`config.mk`:
```
export PLATFORM = sky130hd
export DESIGN_NAME = dsc_err_counter
export DESIGN_NICKNAME = d
export VERILOG_FILES = /design/src/rtl/dsc_pkg.sv /design/src/rtl/dsc_err_counter.sv
export SDC_FILE = /design/constraint.sdc
export NUM_CORES = 1
export LEC_CHECK = 0
export BUFFER_PORTS_ARGS = -buffer_cell sky130_fd_sc_hd__buf_2
export CAP_MARGIN = 15
export CORE_AREA = 2 2 39 41
export DETAILED_ROUTE_END_ITERATION = 7
export DIE_AREA = 0 0 41 43
export GPL_TIMING_DRIVEN = 0
export PLACE_DENSITY_LB_ADDON = 0.12
export SLEW_MARGIN = 20
export SYNTH_ARGS = -nofsm -noshare
export SYNTH_HDL_FRONTEND = slang
export SYNTH_SLANG_ARGS = --single-unit
```
`constraint.sdc`:
```
create_clock -name clk -period 2.08 [get_ports clk]
set_clock_uncertainty 0.1 [all_clocks]
set_input_delay 0 -clock clk [delete_from_list [all_inputs] [get_ports clk]]
set_output_delay 0 -clock clk [all_outputs]
set_load 0.05 [all_outputs]
```
`src/rtl/dsc_pkg.sv`:
```
package dsc_pkg;
   // How the per-window error counter behaves at its top value.
   typedef enum logic {
      CNT_WRAP     = 1'b0,
      CNT_SATURATE = 1'b1
   } cnt_mode_e;
endpackage

```
`src/rtl/dsc_err_counter.sv`:
```
// Per-window count of repaired words; wrap or saturate chosen by parameter.
module dsc_err_counter #(
   parameter int                CNT_W    = 8,
   parameter dsc_pkg::cnt_mode_e CNT_MODE = dsc_pkg::CNT_SATURATE
) (
   input  logic             clk,
   input  logic             rst_n,
   input  logic             clr,
   input  logic             inc,
   output logic [CNT_W-1:0] cnt
);

   localparam logic [CNT_W-1:0] CNT_MAX = '1;
   localparam logic [CNT_W-1:0] CNT_ONE = CNT_W'(1);

   logic [CNT_W-1:0] cnt_next;

   generate
      if (CNT_W < 1) begin : g_bad_w
         $error("dsc_err_counter: CNT_W must be at least 1");
      end
      if (CNT_MODE == dsc_pkg::CNT_SATURATE) begin : g_sat
         always_comb begin
            if (clr)                        cnt_next = inc ? CNT_ONE : '0;
            else if (inc && cnt != CNT_MAX) cnt_next = cnt + CNT_ONE;
            else                            cnt_next = cnt;
         end

         cnt_sat_chk: assert property (@(posedge clk) disable iff (!rst_n)
            (cnt == CNT_MAX && !clr) |=> cnt == CNT_MAX);
      end else begin : g_wrap
         always_comb begin
            if (clr)      cnt_next = inc ? CNT_ONE : '0;
            else if (inc) cnt_next = cnt + CNT_ONE;
            else          cnt_next = cnt;
         end
      end
   endgenerate

   always_ff @(posedge clk or negedge rst_n) begin
      if (!rst_n) cnt <= '0;
      else        cnt <= cnt_next;
   end


   cnt_step_chk: assert property (@(posedge clk) disable iff (!rst_n)
      (inc && !clr && cnt != CNT_MAX) |=> cnt == $past(cnt) + CNT_ONE);

   cnt_hold_chk: assert property (@(posedge clk) disable iff (!rst_n)
      (!inc && !clr) |=> $stable(cnt));

   cnt_clr_chk: assert property (@(posedge clk) disable iff (!rst_n)
      (clr && !inc) |=> cnt == '0);

   cnt_clr_hit_chk: assert property (@(posedge clk) disable iff (!rst_n)
      (clr && inc) |=> cnt == CNT_ONE);

endmodule

```
Yosys cells after proc, flatten, opt, wreduce, memory -nomap -nowiden
Cells that the tools add are included.
Word-level totals
  bits in registers: 8
  output and inout bits: 8
  logic and storage cells: 8
Cells by class
  add/subtract/negate cells: 1
  equality and inequality tests: 1
  muxes and demuxes: 3
  reduce and logical (&&, ||, !) cells: 2
Operators with widths (number)
  8-bit two-way mux: 2
  8-bit by 1-bit adder with 8-bit output (second input constant): 1
  8-bit inequality test (second input constant): 1
  2-bit nonzero test: 1
  1-bit logical AND: 1
  1-bit two-way mux: 1

Depth between registers and ports, before layout
Gate-level depths: netlist of the first run.
  depth in word-level cells: 4
  mapped depth: 4
  gate-level depth less buffers: 4

Worst setup path after synthesis of the first run
No wires, ideal clock.
  path type: reg-to-reg
  from: register cnt[0]
  to: register cnt[5]
  library setup time: 0.132 ns
  arrival: 1.519 ns
  setup slack: 0.328 ns
  cell stages (with the launch flop): 5
  buffers on the path: 0
  clock period less this slack: 1.752 ns
  cell sequence: dfrtp_1 -> ha_1 -> and3_1 -> a2111oi_2 -> nor3b_1
Between the ends
  longest elaborated chain between the ends: 3
RTL lines
  from (decl): line dsc_err_counter.sv:10  | output logic [CNT_W-1:0] cnt
  from (signal assigned): line dsc_err_counter.sv:42  | else cnt <= cnt_next;
  8-bit by 1-bit adder with 8-bit output / 8-bit inequality test (equally long branches): line dsc_err_counter.sv:25  | else if (inc && cnt != CNT_MAX) cnt_next = cnt + CNT_ONE;
  8-bit two-way mux / 1-bit logical AND (equally long branches): line dsc_err_counter.sv:25
  8-bit two-way mux / 2-bit nonzero test (equally long branches)
Parallel ways exist; a longest one is shown, timed or not. The select of a mux whose other input is x is not followed.
A chain may end at the register's enable or synchronous reset.

Worst setup path in the final report of the first run
Same ends and word-level chain as after synthesis.

==> impl_metrics.tcl, run 1 <==
set metrics [dict create \
    status "finished, final reports clean" \
    maxSlewHeadroom 0.737 \
    place_ws_ps 486 \
    use_met1 0.203 \
    synth_area_leader_cell "dfrtp_1" \
    die_area_mm2 0.00176 \
    end_kind "flip-flop" \
    met2_usage 0.181 \
    overflow 0 \
    netlist_area_um2 473 \
    layout_min_cycle_time_ps 1580 \
    hpwl_um 719 \
    area_delta_synth_final_pct 27.0 \
    grt_antenna_before_repair 0 \
    wl_mm 1.03 \
    hp-class "in2async" \
    diodes 0 \
    post_cts_resized 0 \
    dr.pass1.iters 4 \
    design.core.area_mm2 0.00138 \
    layout_common_cells "buf_2, dfrtp_1, a21oi_1" \
    wl_per_cell_um 12.8 \
    fin_nets 71 \
    ys_seq_elements 8 \
    synth-async-reset-ratio 1.00 \
    max_cap_viol_count 0 \
    setup_viol 0 \
    drt_iter0_markers 5 \
    layout-drive-gt1-share 0.313 \
    largest_reg_flops 8 \
    powerDensity_mw_per_mm2 579 \
    cp_max_fo 5 \
    fp.dieW_um 41 \
    use_met3 0.0314 \
    grt_use_total 0.142 \
    stdcell_area_um2 601 \
    portBuffers 11 \
    power_mw 0.347 \
    synth_top_area_frac 0.423 \
    critPathLaunchType "flip-flop" \
    num_rows 14 \
    cts.clk_slew.worst_paths_ps 60 \
    final_common_cell "buf_2" \
    cp_data_required_time_ps 2110 \
    syn_avg_cell_area_um2 10.1 \
    drc 0 \
    final_hold_viol_count 0 \
    grt_max_degree 11 \
    cts_tree "done" \
    grt_busiest_layer "met1" \
    synth_cells 47 \
    start_util 0.342 \
    vdd_drop_max_mv 0.323 \
    worst_slack_ps 502 \
    vias_per_cell 5.18 \
    antenna_left 0 \
    clk_latency_ps 260 \
    htree_levels 1 \
    cts-root-buf "clkbuf_4" \
    yosys_warnings 0 \
    reg_top3 "cnt: 8 flops" \
    p_leak_nw 0.276 \
    drv_slew 0 \
    ios 12 \
    clockBufferDepth 2 \
    r2r_start "cnt[0]$_DFFE_PN0P_" \
    worstSetupPathType "reg2reg" \
    synthDistinctLibCells 27 \
    place.gp.congestion 0.677 \
    crit_start "cnt[0]$_DFFE_PN0P_" \
    finalSetupTns_ps 0 \
    ys.flop_type "dfrtp_1" \
    placed_cell_area_um2 548 \
    cts_buffers 3 \
    fp.dieH_um 43 \
    largest_register "cnt" \
    clock.fmax_ghz 0.634 \
    arrival_ps 1610 \
    worst_pin_slew_ps 395 \
    synth-seq-area-share 0.423 \
    cts.sinks 8 \
    yosys-top-cells-area "dfrtp_1, a21oi_1, nand2b_1, a2111oi_2, and3_1" \
    syn-num-nets 52 \
    grt_pass1_wl_mm 1.64 \
    num_vias 414 \
    synth_edf_count 0 \
    min_period_over_period 0.759 \
    final_core_util 0.434 \
    rsz0062_at_grt "no" \
    grt_pass1_vias 351 \
]
-- cell usage after synthesis (2+ instances only) --
cell type  n
dfrtp_1    8
a21oi_1    5
nand2b_1   4
nand2_1    3
and3_1     2
inv_1      2
o21ai_0    2
or3_1      2
-- metrics by stage --
step	hold slack [ps]	std cells
2_1_floorplan	-396	47
3_3_place_gp	-239	74
3_5_place_dp	-241	74
4_1_cts	8.07	80
5_1_grt	41.7	80
6_report	8.83	80
-- where the power goes --
part	internal (mW)	switching (mW)	total, mW	leakage (nW)
registers	0.162	0.00758	0.169	0.109
clock network	0.0662	0.0550	0.121	0.0138
logic	0.0192	0.0379	0.0571	0.154
total	0.247	0.101	0.347	0.276
-- worst max-delay path: stages (launching register included) --
cell and delay (ps):
dfrtp_1 420, ha_1 240, and3_1 240, a2111oi_2 370, nor3b_1 90
-- layout make-up --
type	count	area, µm²
fill	142	783
multi-input combinational	35	254
sequential	8	200
timing repair buffer	14	85.1
clock buffer	3	22.5
tap	16	20.0
buffer	2	11.3
inverter	2	7.51
-- layer usage --
layer | vias to the layer above | wire length, µm
li1 | 214 | -
met1 | 191 | 540
met2 | 9 | 433
met3 | 0 | 52
met4 | 0 | 0
met5 | - | 0
-- cell families (layout without fill, tap and decap cells) --
kind of cell | after synthesis | count (layout) | synth area share
flops | 8 | 8 | 0.423
simple gates | 18 | 18 | 0.257
mux | 1 | 1 | 0.0212
fa+ha+maj | 1 | 1 | 0.0265
compound gates | 15 | 15 | 0.233
buf+inv | 4 | 21 | 0.0397
-- timing repair --
action / CTS / global route
endpoints found under the hold margin: 11 / 0
setup buffers: 0 / 0
hold buffers: 3 / 0
-- final timing paths --
kind,to,slack (ps),depth (start not counted)
setup / recovery,cnt[5]$_DFFE_PN0P_,500,4
setup reg to reg,cnt[5]$_DFFE_PN0P_,500,4
min in group clk,cnt[3]$_DFFE_PN0P_,460,4
hold / removal,cnt[4]$_DFFE_PN0P_,9,2
hold reg to reg,cnt[4]$_DFFE_PN0P_,500,2
max in group asynchronous,cnt[1]$_DFFE_PN0P_,1690,2
Note: power is estimated with default switching activity, not from simulation.
==> run 2: changes to the inputs <==
Clock period 2.08 ns to 1.3 ns, I/O delays scaled along.
==> run 2 against run 1 <==
Net effect: the run now ends with setup timing left; via count up 7.2%; hold slack improved by 11 ps; total power increased by 67%; worst setup slack got worse by 570 ps; cell area increased by 17%; combinational power rose by 120%; first-iteration DRC count down 40%; clock-buffer cell count did not move; largest power group unchanged.
==> impl_metrics.tcl, run 2 (synthesized netlist as in run 1, its figures left out) <==
set metrics [dict create \
    status "finished with violations" \
    violations "setup timing" \
    vdd_drop_max_mv 0.723 \
    antenna_left 0 \
    design.core.area_mm2 0.00138 \
    drt_iter0_markers 3 \
    largest_reg_flops 8 \
    final_hold_viol_count 0 \
    drv_slew 0 \
    cts.clk_slew.worst_paths_ps 50 \
    layout_min_cycle_time_ps 1370 \
    cp_data_required_time_ps 1310 \
    stdcell_area_um2 704 \
    seq_power_share 0.470 \
    area_delta_synth_final_pct 48.9 \
    worstSetupPathType "reg2reg" \
    overflow 0 \
    reg_top3 "cnt: 8 flops" \
    critPathLaunchType "flip-flop" \
    cts.sinks 8 \
    p_sw_mw 0.164 \
    diodes 0 \
    htree_levels 1 \
    cp_max_fo 5 \
    placed_cell_area_um2 592 \
    cts_tree "done" \
    layout-drive-gt1-share 0.552 \
    largest_register "cnt" \
    portBuffers 11 \
    min_period_over_period 1.06 \
    vias_per_cell 5.35 \
    end_kind "flip-flop" \
    grt_pass1_vias 410 \
    die_area_mm2 0.00176 \
    max_cap_viol_count 0 \
    wl_per_cell_um 12.6 \
    grt_antenna_before_repair 0 \
    start_util 0.342 \
    ios 12 \
    rsz0062_at_grt "yes" \
    setup_viol 4 \
    final_common_cell "buf_2" \
    grt_max_degree 11 \
    internal-power_mw 0.415 \
    power_frac_comb 0.216 \
    clk_latency_ps 250 \
    cts_buffers 3 \
    num_vias 444 \
    arrival_ps 1380 \
    layout_common_cells "buf_2, dfrtp_2, a21oi_1, nand2b_1" \
    p_leak_nw 0.278 \
    fp.dieH_um 43 \
    hpwl_um 724 \
    fin_nets 74 \
    clockBufferDepth 2 \
    grt_use_total 0.161 \
    clock.fmax_ghz 0.729 \
    powerDensity_mw_per_mm2 823 \
    drc 0 \
    fp.dieW_um 41 \
    hp-class "in2async" \
    place.gp.congestion 0.653 \
    power_mw 0.580 \
    worst_pin_slew_ps 411 \
    pwr-share-clk 0.315 \
    swShare 0.284 \
    num_rows 14 \
    grt_pass1_wl_mm 1.84 \
    dr.pass1.iters 2 \
    worst_slack_ps -72.4 \
    fin_hold_ws_ps 20.2 \
    cts-root-buf "clkbuf_4" \
    wl_mm 1.04 \
    maxSlewHeadroom 0.726 \
]
## run 2: changes by cell type in the layout (fill, tap and decap cells not counted), sizes merged
cell	before	now
buf	12	15
## run 2: per-layer routing
layer	GRT usage	vias up	share of wire
li1	-	220	-
met1	0.226	214	0.46
met2	0.206	8	0.49
met3	0.0785	2	0.046
met4	0.0600	0	0.0096
met5	0	-	0
## run 2: power groups by stage
| stage | Combinational, mW | Sequential [mW] | Clock [mW] |
|---|---|---|---|
| finish | 0.125 | 0.272 | 0.182 |
| global route | 0.140 | 0.273 | 0.208 |
| CTS | 0.125 | 0.271 | 0.196 |
| detailed placement | 0.0914 | 0.280 | 0 |
| global placement | 0.0909 | 0.280 | 0 |
| floorplan | 0.0302 | 0.312 | 0 |
## run 2: path summary, 6_finish.rpt
kind,startpoint,to,slack (ps),depth (start not counted)
min in group clk,clr,cnt[3]$_DFFE_PN0P_,470,4
max reg2reg,cnt[0]$_DFFE_PN0P_,cnt[5]$_DFFE_PN0P_,-70,4
min,rst_n,cnt[2]$_DFFE_PN0P_,20,2
min reg2reg,cnt[3]$_DFFE_PN0P_,cnt[4]$_DFFE_PN0P_,510,2
max in group asynchronous,rst_n,cnt[0]$_DFFE_PN0P_,890,2
max,cnt[0]$_DFFE_PN0P_,cnt[5]$_DFFE_PN0P_,-70,4
## run 2: critical path, stage by stage, from the launching register on
cell	delay [ps]
dfrtp_2	420
ha_4	170
and3_4	200
a2111oi_4	270
nor3b_1	80
## run 2: cell type report
| cell class | count | area [µm²] |
|---|---|---|
| Sequential cell | 8 | 210 |
| Clock buffer | 3 | 22.5 |
| Buffer | 2 | 15.0 |
| Multi-Input combinational cell | 35 | 322 |
| Timing Repair Buffer | 17 | 108 |
| Tap cell | 16 | 20.0 |
| Fill cell | 136 | 679 |
| Inverter | 2 | 7.51 |
## run 2: per-stage QoR
stage / TNS, ps / cells / setup slack [ps] / utilization
global route: -393 / 83 / -114 / 0.509
finish: -116 / 83 / -72.4 / 0.509
CTS: -150 / 83 / -72.0 / 0.504
detailed placement: -531 / 74 / -141 / 0.428
global placement: -460 / 74 / -122 / 0.428
floorplan: -1040 / 47 / -184 / -
## run 2: what timing repair did
item                       CTS  global route
buffers inserted             3             0
pin swaps                    4             2
resized for setup            6             1
hold buffers                 3             0
hold endpoints to repair    10             0
setup endpoints to repair    6             6
